==> config.mk <==
export PLATFORM = sky130hd
export DESIGN_NAME = parallel_out_port
export DESIGN_NICKNAME = d
export VERILOG_FILES = /design/src/rtl/pport_pkg.sv /design/src/rtl/pport_chan_buf.sv /design/src/rtl/pport_arb.sv /design/src/rtl/pport_seq.sv /design/src/rtl/parallel_out_port.sv
export SDC_FILE = /design/constraint.sdc
export NUM_CORES = 1
export LEC_CHECK = 0
export ABC_AREA = 1
export BUFFER_PORTS_ARGS = -buffer_cell sky130_fd_sc_hd__buf_2
export CAP_MARGIN = 25
export CORE_ASPECT_RATIO = 2
export CORE_MARGIN = 5
export CORE_UTILIZATION = 45
export CTS_BUF_LIST = sky130_fd_sc_hd__clkbuf_4
export DETAILED_ROUTE_END_ITERATION = 16
export PLACE_DENSITY_LB_ADDON = 0.08
export REMOVE_ABC_BUFFERS = 1
export SLEW_MARGIN = 20
export SYNTH_ARGS = -nofsm -noshare
export SYNTH_HDL_FRONTEND = slang
export SYNTH_HIERARCHICAL = 1
export SYNTH_SLANG_ARGS = --single-unit
==> constraint.sdc <==
create_clock -name clk -period 1.7 [get_ports clk]
set_input_delay 0.17 -clock clk [delete_from_list [all_inputs] [get_ports clk]]
set_output_delay 0.17 -clock clk [all_outputs]
set_load 0.02 [all_outputs]
==> src/rtl/pport_pkg.sv <==
package pport_pkg;
    localparam int HALF_W = 8;
    localparam int GAIN_W = 12;
    localparam int BUS_W  = 2 * HALF_W;

    typedef struct packed {
        logic [HALF_W-1:0] i_val;
        logic [HALF_W-1:0] q_val;
        logic [GAIN_W-1:0] gain;
    } sample_t;

    typedef enum logic [1:0] {
        PS_IDLE,
        PS_WAIT,
        PS_IQ,
        PS_GAIN
    } port_state_e;

    function automatic logic [BUS_W-1:0] iq_word(sample_t s);
        return {s.i_val, s.q_val};
    endfunction

    function automatic logic [BUS_W-1:0] gain_word(sample_t s);
        return {{(BUS_W - GAIN_W){1'b0}}, s.gain};
    endfunction
endpackage

==> src/rtl/pport_chan_buf.sv <==
module pport_chan_buf
    import pport_pkg::*;
(
    input  logic    clk,
    input  logic    rst,
    input  logic    in_vld,
    input  sample_t in_samp,
    input  logic    take,
    output logic    pending,
    output sample_t held,
    output logic    ovf
);
    always_ff @(posedge clk) begin
        if (rst) begin
            pending <= 1'b0;
            ovf     <= 1'b0;
            held    <= '0;
        end else begin
            if (in_vld)
                held <= in_samp;
            pending <= in_vld | (pending & ~take);
            if (in_vld && pending && !take)
                ovf <= 1'b1;
        end
    end

    assert_ovf_sticky_R8: assert property (@(posedge clk) disable iff (rst)
        ovf |=> ovf);

    assert_take_pending_R8: assert property (@(posedge clk) disable iff (rst)
        take |-> pending);
endmodule

==> src/rtl/pport_arb.sv <==
module pport_arb #(
    parameter int N     = 6,
    parameter int TAG_W = 3
) (
    input  logic             clk,
    input  logic             rst,
    input  logic [N-1:0]     pend,
    output logic             any,
    output logic [TAG_W-1:0] sel
);
    always_comb begin
        any = |pend;
        sel = '0;
        for (int k = N - 1; k >= 0; k--) begin
            if (pend[k])
                sel = TAG_W'(k);
        end
    end

    assert_prio_R6: assert property (@(posedge clk) disable iff (rst)
        any |-> ((pend & ((N'(1) << sel) - N'(1))) == '0) && pend[sel]);
endmodule

==> src/rtl/pport_seq.sv <==
module pport_seq
    import pport_pkg::*;
#(
    parameter int TAG_W = 3
) (
    input  logic             clk,
    input  logic             rst,
    input  logic             any,
    input  logic [TAG_W-1:0] sel_tag,
    input  sample_t          sel_samp,
    input  logic             gain_en,
    input  logic             ack,
    output logic             load,
    output logic             req,
    output logic [BUS_W-1:0] bus,
    output logic             iq_stb,
    output logic             gain_stb,
    output logic [TAG_W-1:0] ch_tag
);
    port_state_e      st, st_n;
    sample_t          slot;
    logic [TAG_W-1:0] slot_tag;
    logic             slot_gen;
    logic             finish;

    always_comb begin
        st_n   = st;
        load   = 1'b0;
        finish = 1'b0;
        case (st)
            PS_IDLE: if (any) begin
                load = 1'b1;
                st_n = PS_WAIT;
            end
            PS_WAIT: if (ack) st_n = PS_IQ;
            PS_IQ:   if (slot_gen) st_n = PS_GAIN; else finish = 1'b1;
            PS_GAIN: finish = 1'b1;
            default: st_n = PS_IDLE;
        endcase
        if (finish) begin
            if (any) begin
                load = 1'b1;
                st_n = ack ? PS_IQ : PS_WAIT;
            end else begin
                st_n = PS_IDLE;
            end
        end
    end

    always_ff @(posedge clk) begin
        if (rst) begin
            st       <= PS_IDLE;
            slot     <= '0;
            slot_tag <= '0;
            slot_gen <= 1'b0;
        end else begin
            st <= st_n;
            if (load) begin
                slot     <= sel_samp;
                slot_tag <= sel_tag;
                slot_gen <= gain_en;
            end
        end
    end

    always_comb begin
        req      = (st != PS_IDLE);
        iq_stb   = (st == PS_IQ);
        gain_stb = (st == PS_GAIN);
        ch_tag   = req ? slot_tag : '0;
        case (st)
            PS_IQ:   bus = iq_word(slot);
            PS_GAIN: bus = gain_word(slot);
            default: bus = '0;
        endcase
    end

    assert_strobe_excl_R5: assert property (@(posedge clk) disable iff (rst)
        !(iq_stb && gain_stb));

    assert_gain_follows_iq_R5: assert property (@(posedge clk) disable iff (rst)
        gain_stb |-> $past(iq_stb));

    assert_gain_pad_R5: assert property (@(posedge clk) disable iff (rst)
        gain_stb |-> (bus[BUS_W-1:GAIN_W] == '0));

    assert_iq_after_ack_R3: assert property (@(posedge clk) disable iff (rst)
        iq_stb |-> $past(ack));

    assert_stall_hold_R4: assert property (@(posedge clk) disable iff (rst)
        (st == PS_WAIT && !ack) |=> (req && $stable(ch_tag) && !iq_stb && !gain_stb));

    assert_quiet_bus_R9: assert property (@(posedge clk) disable iff (rst)
        (!iq_stb && !gain_stb) |-> (bus == '0));
endmodule

==> src/rtl/parallel_out_port.sv <==
module parallel_out_port
    import pport_pkg::*;
#(
    parameter int NUM_CH = 6,
    localparam int TAG_W = (NUM_CH > 1) ? $clog2(NUM_CH) : 1
) (
    input  logic                     clk,
    input  logic                     rst,
    input  logic                     gain_en,
    input  logic [NUM_CH-1:0]        ch_valid,
    input  logic [NUM_CH*HALF_W-1:0] ch_i,
    input  logic [NUM_CH*HALF_W-1:0] ch_q,
    input  logic [NUM_CH*GAIN_W-1:0] ch_gain,
    input  logic                     ack,
    output logic                     req,
    output logic [BUS_W-1:0]         bus,
    output logic                     iq_stb,
    output logic                     gain_stb,
    output logic [TAG_W-1:0]         ch_tag,
    output logic [NUM_CH-1:0]        ovf
);
    logic [NUM_CH-1:0] pend;
    logic [NUM_CH-1:0] take;
    sample_t           held [NUM_CH];
    logic              any;
    logic [TAG_W-1:0]  sel;
    logic              load;
    sample_t           sel_samp;

    for (genvar c = 0; c < NUM_CH; c++) begin : g_ch
        sample_t in_s;
        assign in_s.i_val = ch_i[c*HALF_W +: HALF_W];
        assign in_s.q_val = ch_q[c*HALF_W +: HALF_W];
        assign in_s.gain  = ch_gain[c*GAIN_W +: GAIN_W];
        assign take[c]    = load && (sel == TAG_W'(c));

        pport_chan_buf u_buf (
            .clk     (clk),
            .rst     (rst),
            .in_vld  (ch_valid[c]),
            .in_samp (in_s),
            .take    (take[c]),
            .pending (pend[c]),
            .held    (held[c]),
            .ovf     (ovf[c])
        );
    end

    pport_arb #(.N(NUM_CH), .TAG_W(TAG_W)) u_arb (
        .clk  (clk),
        .rst  (rst),
        .pend (pend),
        .any  (any),
        .sel  (sel)
    );

    assign sel_samp = held[sel];

    pport_seq #(.TAG_W(TAG_W)) u_seq (
        .clk      (clk),
        .rst      (rst),
        .any      (any),
        .sel_tag  (sel),
        .sel_samp (sel_samp),
        .gain_en  (gain_en),
        .ack      (ack),
        .load     (load),
        .req      (req),
        .bus      (bus),
        .iq_stb   (iq_stb),
        .gain_stb (gain_stb),
        .ch_tag   (ch_tag)
    );

    assert_tag_range_R3: assert property (@(posedge clk) disable iff (rst)
        req |-> (ch_tag < TAG_W'(NUM_CH)));
endmodule

* Word level (Yosys, flattened, before mapping)
Index checks and enable logic that the tools add are counted.
** Storage, ports and cells
- Register bits after elaboration :: 214
- Output and inout port bits :: 28
- Logic and storage cells :: 121
** Operators by class
- Reductions and logical operators :: 30
- Order comparisons :: 1
- Muxes and demuxes :: 24
- Equality and inequality tests :: 11
- Bitwise logic cells :: 19
** Operators by type and width (number)
- binary-select mux 28 bit (select 3 bit) :: 1
- two-way mux 28 bit :: 2
- one-hot mux 16 bit (2 select lines) :: 1
- two-way mux 3 bit :: 7
- logical AND 1 bit :: 18
- two-way mux 2 bit :: 6
- AND 1 bit :: 6
- equality test 3 x 2 -> 1 bit, second input constant :: 2
- equality test 3 bit, second input constant :: 2
- zero test 1 bit :: 6
- inequality test 3 x 2 -> 1 bit, second input constant :: 2
- NOT 1 bit :: 6
- bitwise OR 1 bit :: 6
- one-hot mux 2 bit (3 select lines) :: 1
- OR reduction 6 bit :: 1
- two-way mux 1 bit :: 5
- equality test 2 bit, second input constant :: 2
- >= comparator 4 bit, second input constant :: 1
- NOT 3 -> 4 bit :: 1
- AND reduction 4 bit :: 1
- nonzero test 4 bit :: 1
- equality test 3 x 1 -> 1 bit, second input constant :: 1
- zero test 3 bit :: 1
- inequality test 3 x 1 -> 1 bit, second input constant :: 1
- 4 further kinds :: 4

* Logic depth before layout (Yosys ltp)
- Word-level depth :: 11
- Depth in mapped cells :: 19

* Hierarchy
The synthesis kept the hierarchy.
** By module, submodules not included
- pport_chan_buf :: times used 6, sequential area each 600.6 µm², cells an instance 130, area each 1043.5 µm²
- pport_seq :: times used 1, sequential area each 680.7 µm², cells an instance 279, area each 1886.8 µm²
- parallel_out_port :: times used 1, sequential area each 0.0 µm², cells an instance 467, area each 1859.3 µm²
- pport_arb :: times used 1, sequential area each 0.0 µm², cells an instance 15, area each 72.6 µm²

* Worst setup path after synthesis
No wires, ideal clock.
- Path type :: register to register
- Start point :: register u_seq.st[0]
- End point :: register g_ch[3].u_buf.ovf
- Data required time :: 1.568 ns
- Slack :: -0.314 ns
- Path buffers :: 2
- Stages on the path, launching flop included :: 14
- Data arrival time :: 1.882 ns
- Cells stage by stage :: dfxtp_1 > inv_1 > ha_1 > buf_6 > nand2_1 > nand2_2 > nand2_4 > a21oi_4 > buf_2 > nand2_1 > nor3_1 > inv_1 > nand3_1 > a21oi_1
** RTL lines
- from (decl) :: line pport_seq.sv:20 : port_state_e st, st_n;
- from (signal assigned) :: line pport_seq.sv:57 : st <= st_n;
- equality test 2 bit
- named net iq_stb :: line parallel_out_port.sv:17 : output logic iq_stb,
- one-hot mux 1 bit (2 select lines) :: line pport_seq.sv:30 : case (st)
- two-way mux 1 bit :: line pport_seq.sv:40 : if (finish) begin
- named net load :: line parallel_out_port.sv:27 : logic load;
- logical AND 1 bit :: line parallel_out_port.sv:35 : assign take[c] = load && (sel == TAG_W'(c));
- named net take[3] :: line parallel_out_port.sv:23 : logic [NUM_CH-1:0] take;
- zero test 1 bit :: line pport_chan_buf.sv:22 : if (in_vld && pending && !take)
- logical AND 1 bit :: line pport_chan_buf.sv:22
- to (signal assigned) :: line pport_chan_buf.sv:16 : ovf <= 1'b0;
- to (signal assigned) :: line pport_chan_buf.sv:23 : ovf <= 1'b1;
- to (decl) :: line pport_chan_buf.sv:11 : output logic ovf
The timed path passes the listed nets, and every way through them passes these cells.
A chain may end at the register's enable or synchronous reset.

* Final worst setup path
- Start point :: register u_seq.st[0]
- End point :: output bus[2]
** On the way
- Cells in the longest elaborated chain, start to end :: 2
** Ends and longest elaborated chain
- equality test 2 bit :: line pport_seq.sv:71 : case (st)
- one-hot mux 16 bit (2 select lines) (*) :: line pport_seq.sv:71
- to (decl) :: line parallel_out_port.sv:16 : output logic [BUS_W-1:0] bus,
Mark *: on every way between the ends. The rest lies on a longest branch, timed or not.

==> results summary <==
The count of buffers added on input and output ports is 205. The post-route core utilization came out at 0.756. The final number of hold-violating endpoints is 0.

Of the synthesized area, sequential elements account for 0.425. Adding up every negative setup slack in the final design gives -10.87 ns. The number of core rows came out at 77.

The met3 layer usage reported by global route is 0.0426. The worst-case IR drop observed on VDD is 1.04 mV. The sum of net half-perimeters after detailed placement came out at 22.2 mm. The fraction of registers with async set or reset after synthesis is 0. The post-synthesis cell area came out at 10,100 um2. Of the total power, the clock network draws 0.250.

The total count of max-transition violations in the final report came out at 0. The number of filler instances in the final layout came out at 1,671. In this run, placement finished with an instance count of 1,976. Setup repair after global routing could not meet its margin everywhere. The synthesized netlist cell count came out at 1,541. The portion of synthesized cell area occupied by the leading cell type came out at 0.425. The routed length per instance came out at 16.7 um.

In the post-synthesis netlist, the cell with the most instances is sky130_fd_sc_hd__nand2_1. The relative max-transition margin came out at 0.564. The post-route antenna net violation count is 0. The TritonCTS clock tree is done. The startpoint-to-endpoint class of the critical path is reg -> out.

The layer flagged by global routing as most heavily used is met2. The initial antenna violation count is 5. The synthesized design spends more area on one cell type than any other, namely sky130_fd_sc_hd__dfxtp_1.

The total number of yosys warnings came out at 6. In this run the power spent charging and discharging nets is 5.96 mW. The part of the cycle the worst path needs came out at 1.18. The final reports fail on setup timing.

The core area came out at 22,100 um2. Subtracting the final worst setup slack from the clock period gives 2.01 ns. The number of buffers inserted during clock tree synthesis came out at 50.

For this run, the total global-route usage over all layers was measured as 0.299. The worst slack at placement is -0.143 ns. 206 I/O pins were placed. The layout cell share with drive strength beyond 1 is 0.284. The number of distinct library cell variants in the gate-level netlist after synthesis is 26. The global-route met1 utilization is 0.338. The post-synthesis area per instance is 6.54 um2. The final worst hold slack came out at 0.0264 ns.

The relative area change from synthesis to final layout came out at 65.5%. The maximum number of pins on one net before global-route repair is 88. Clock-pin slew was measured on the worst setup and hold paths at 0.07 ns. The DRC violation total after the first TritonRoute iteration is 955.

For the pin with the worst max-slew slack, the measured transition is 0.653 ns. Of the total power, the share spent switching nets is 0.353. STA puts the critical path data arrival time at 1.84 ns.

The number of buffers on the longest clock path came out at 3. The number of enable flip-flop cells after synthesis came out at 0. After routing the design area is 16,700 um2. The total power consumption of the routed design is 16.9 mW. The number of design rule violations left after detail routing is 0. The height of the die is 222 um. The category of the worst setup path capture point is an output port. The via count of the first global-routing pass is 12,500. The routed via count came out at 12,200. The number of violations of the max-capacitance limit came out at 0. After detailed routing, the number of vias per cell comes to 5.05. The logic gate share of total power came out at 0.392. The routed wire length came out at 40.2 mm.

The routing usage on met2 came out at 0.540. Sorting the synthesized cells by how often they occur yields 790 x sky130_fd_sc_hd__nand2_1, 214 x sky130_fd_sc_hd__dfxtp_1, 181 x sky130_fd_sc_hd__a21oi_1, 75 x sky130_fd_sc_hd__nor2_1, 66 x sky130_fd_sc_hd__inv_1. The analysis attributes to cell leakage a power of 8.01 nW. The slack of the critical path is -0.306 ns. Setup violations remaining at the end of the flow were counted as 66. The die span in x came out at 116 um. The placer's final routability congestion estimate came out at 0.840.

The number of standard cells in the layout, taps in and fillers out came out at 2,411. The post-layout net count is 2,275. The portion of total power attributed to sequential cells came out at 0.358. The wire length of the first global-routing pass came out at 61.8 mm. The final worst clock skew came out at 0.0277 ns. The clock sink count is 214.

The total power density per cell area came out at 1010 nW/um2. The most used flip-flop cell after synthesis is sky130_fd_sc_hd__dfxtp_1. The sort of element at the start of the critical path is a register. The run finished, with violations left.

For this configuration, the core starts out at a cell density of 0.457. The internal power consumption came out at 10.9 mW. The critical path data required time is 1.53 ns. The CTS H-tree depth came out at 2. The maximum achievable frequency is 498 MHz. After detailed placement, the total cell area comes to 11,400 um2.

In this run the worst hold path is classified as in -> reg. Clock tree synthesis selected as its root buffer the cell sky130_fd_sc_hd__clkbuf_4. Sorting the synthesized cells by area gives the leading types as sky130_fd_sc_hd__dfxtp_1 43%, sky130_fd_sc_hd__nand2_1 29%, sky130_fd_sc_hd__a21oi_1 9.0%. The floorplan step defined a die boundary enclosing 25,700 um2. The post-synthesis sequential element count is 214.

The pre-antenna-repair detailed-routing pass consisted of 5 iterations. The clock insertion delay at the later pin of the skew report is 0.71 ns. The biggest fanout along the worst timing path is 8.

The remaining global-route overflow came out at 0.
[cell families (layout without fill, tap and decap cells)]
kind of cell    Yosys count  after routing  share of synthesized area
flops                   214            214                      0.425
other cells               0              5                          0
simple gates            947            947                      0.371
compound gates          195            195                      0.102
fa+ha+maj                 6              6                    0.00745
buf+inv                 179            768                     0.0945
[power by group through the flow]
stage	registers, mW	clock network, mW	logic, mW
after global placement	6.07	0	3.98
final	6.05	4.22	6.63
after floorplan	5.95	0	2.33
after CTS	5.99	4.29	5.60
after global routing	6.08	4.54	7.15
after detailed placement	6.08	0	4.00
[worst max-delay path, cell delays in order, from the launching register on]
cell and delay [ns]:
sky130_fd_sc_hd__dfxtp_4 0.37, sky130_fd_sc_hd__inv_4 0.04, sky130_fd_sc_hd__ha_4 0.19, sky130_fd_sc_hd__buf_8 0.15, sky130_fd_sc_hd__a22o_1 0.25, sky130_fd_sc_hd__buf_6 0.14
[worst paths after layout]
check / end / depth (start not counted) / start / slack (ns)
worst max register to register: u_seq/slot[8] / 19 / g_ch[4].u_buf/pending / -0.23
worst min register to register: g_ch[4].u_buf/ovf / 2 / g_ch[4].u_buf/ovf / 0.46
worst min-delay path: g_ch[2].u_buf/held[22] / 3 / rst / 0.03
worst max-delay path: bus[2] / 5 / u_seq/st[0] / -0.31
[flip-flops by register name, indices dropped and copies added (netlist names)]
register            cells
g_ch.u_buf/held       168
g_ch.u_buf/pending      6
g_ch.u_buf/ovf          6
u_seq/st                2
u_seq/slot             28
u_seq/slot_tag          3
u_seq/slot_gen          1
[layout make-up]
cell class	count	area (um2)	share of cell area
Multi-Input combinational cell	1148	5600	0.336
Timing Repair Buffer	601	5480	0.329
Sequential cell	214	4290	0.257
Clock buffer	72	541	0.0324
Tap cell	276	345	0.0207
Inverter	75	299	0.0179
Clock inverter	19	100	0.00600
Antenna cell	5	12.5	0.000750
Timing Repair inverter	1	11.3	0.000675
[metal layers]
layer / wire, um / vias up
li1: - / 5914
met1: 14800 / 5640
met2: 21400 / 489
met3: 2190 / 136
met4: 1830 / 0
met5: 0 / -
[what timing repair did]
action,4_1_cts,5_1_grt
setup endpoints to repair,60,68
hold buffers,299,0
gates cloned,14,6
endpoints found under the hold margin,172,0
setup buffers,18,8
pin swaps,119,104
gates resized for setup,177,162
[placed cells by master (no fill, tap or decap), types with 2 or more instances in the layout]
master | synthesis | final
sky130_fd_sc_hd__a21oi_1 | 181 | 178
sky130_fd_sc_hd__a21oi_2 | 0 | 2
sky130_fd_sc_hd__a21oi_4 | 1 | 2
sky130_fd_sc_hd__a22o_1 | 12 | 11
sky130_fd_sc_hd__buf_12 | 0 | 17
sky130_fd_sc_hd__buf_16 | 0 | 10
sky130_fd_sc_hd__buf_2 | 33 | 190
sky130_fd_sc_hd__buf_4 | 11 | 38
sky130_fd_sc_hd__buf_6 | 26 | 31
sky130_fd_sc_hd__buf_8 | 0 | 11
sky130_fd_sc_hd__clkbuf_16 | 0 | 5
sky130_fd_sc_hd__clkbuf_4 | 0 | 72
sky130_fd_sc_hd__clkinv_1 | 2 | 15
sky130_fd_sc_hd__clkinv_2 | 0 | 2
sky130_fd_sc_hd__dfxtp_1 | 214 | 210
sky130_fd_sc_hd__dfxtp_2 | 0 | 2
sky130_fd_sc_hd__dfxtp_4 | 0 | 2
sky130_fd_sc_hd__diode_2 | 0 | 5
sky130_fd_sc_hd__dlygate4sd3_1 | 0 | 299
sky130_fd_sc_hd__ha_1 | 6 | 3
sky130_fd_sc_hd__ha_4 | 0 | 2
sky130_fd_sc_hd__inv_1 | 66 | 57
sky130_fd_sc_hd__inv_2 | 6 | 16
sky130_fd_sc_hd__inv_4 | 1 | 2
sky130_fd_sc_hd__nand2_1 | 790 | 637
sky130_fd_sc_hd__nand2_2 | 1 | 119
sky130_fd_sc_hd__nand2_4 | 2 | 36
sky130_fd_sc_hd__nand3_1 | 57 | 46
sky130_fd_sc_hd__nand3_2 | 11 | 22
sky130_fd_sc_hd__nor2_1 | 75 | 66
sky130_fd_sc_hd__nor2_2 | 2 | 7
sky130_fd_sc_hd__nor2_4 | 0 | 4
sky130_fd_sc_hd__nor3_2 | 0 | 4
Note: power is estimated with default switching activity, not from simulation.
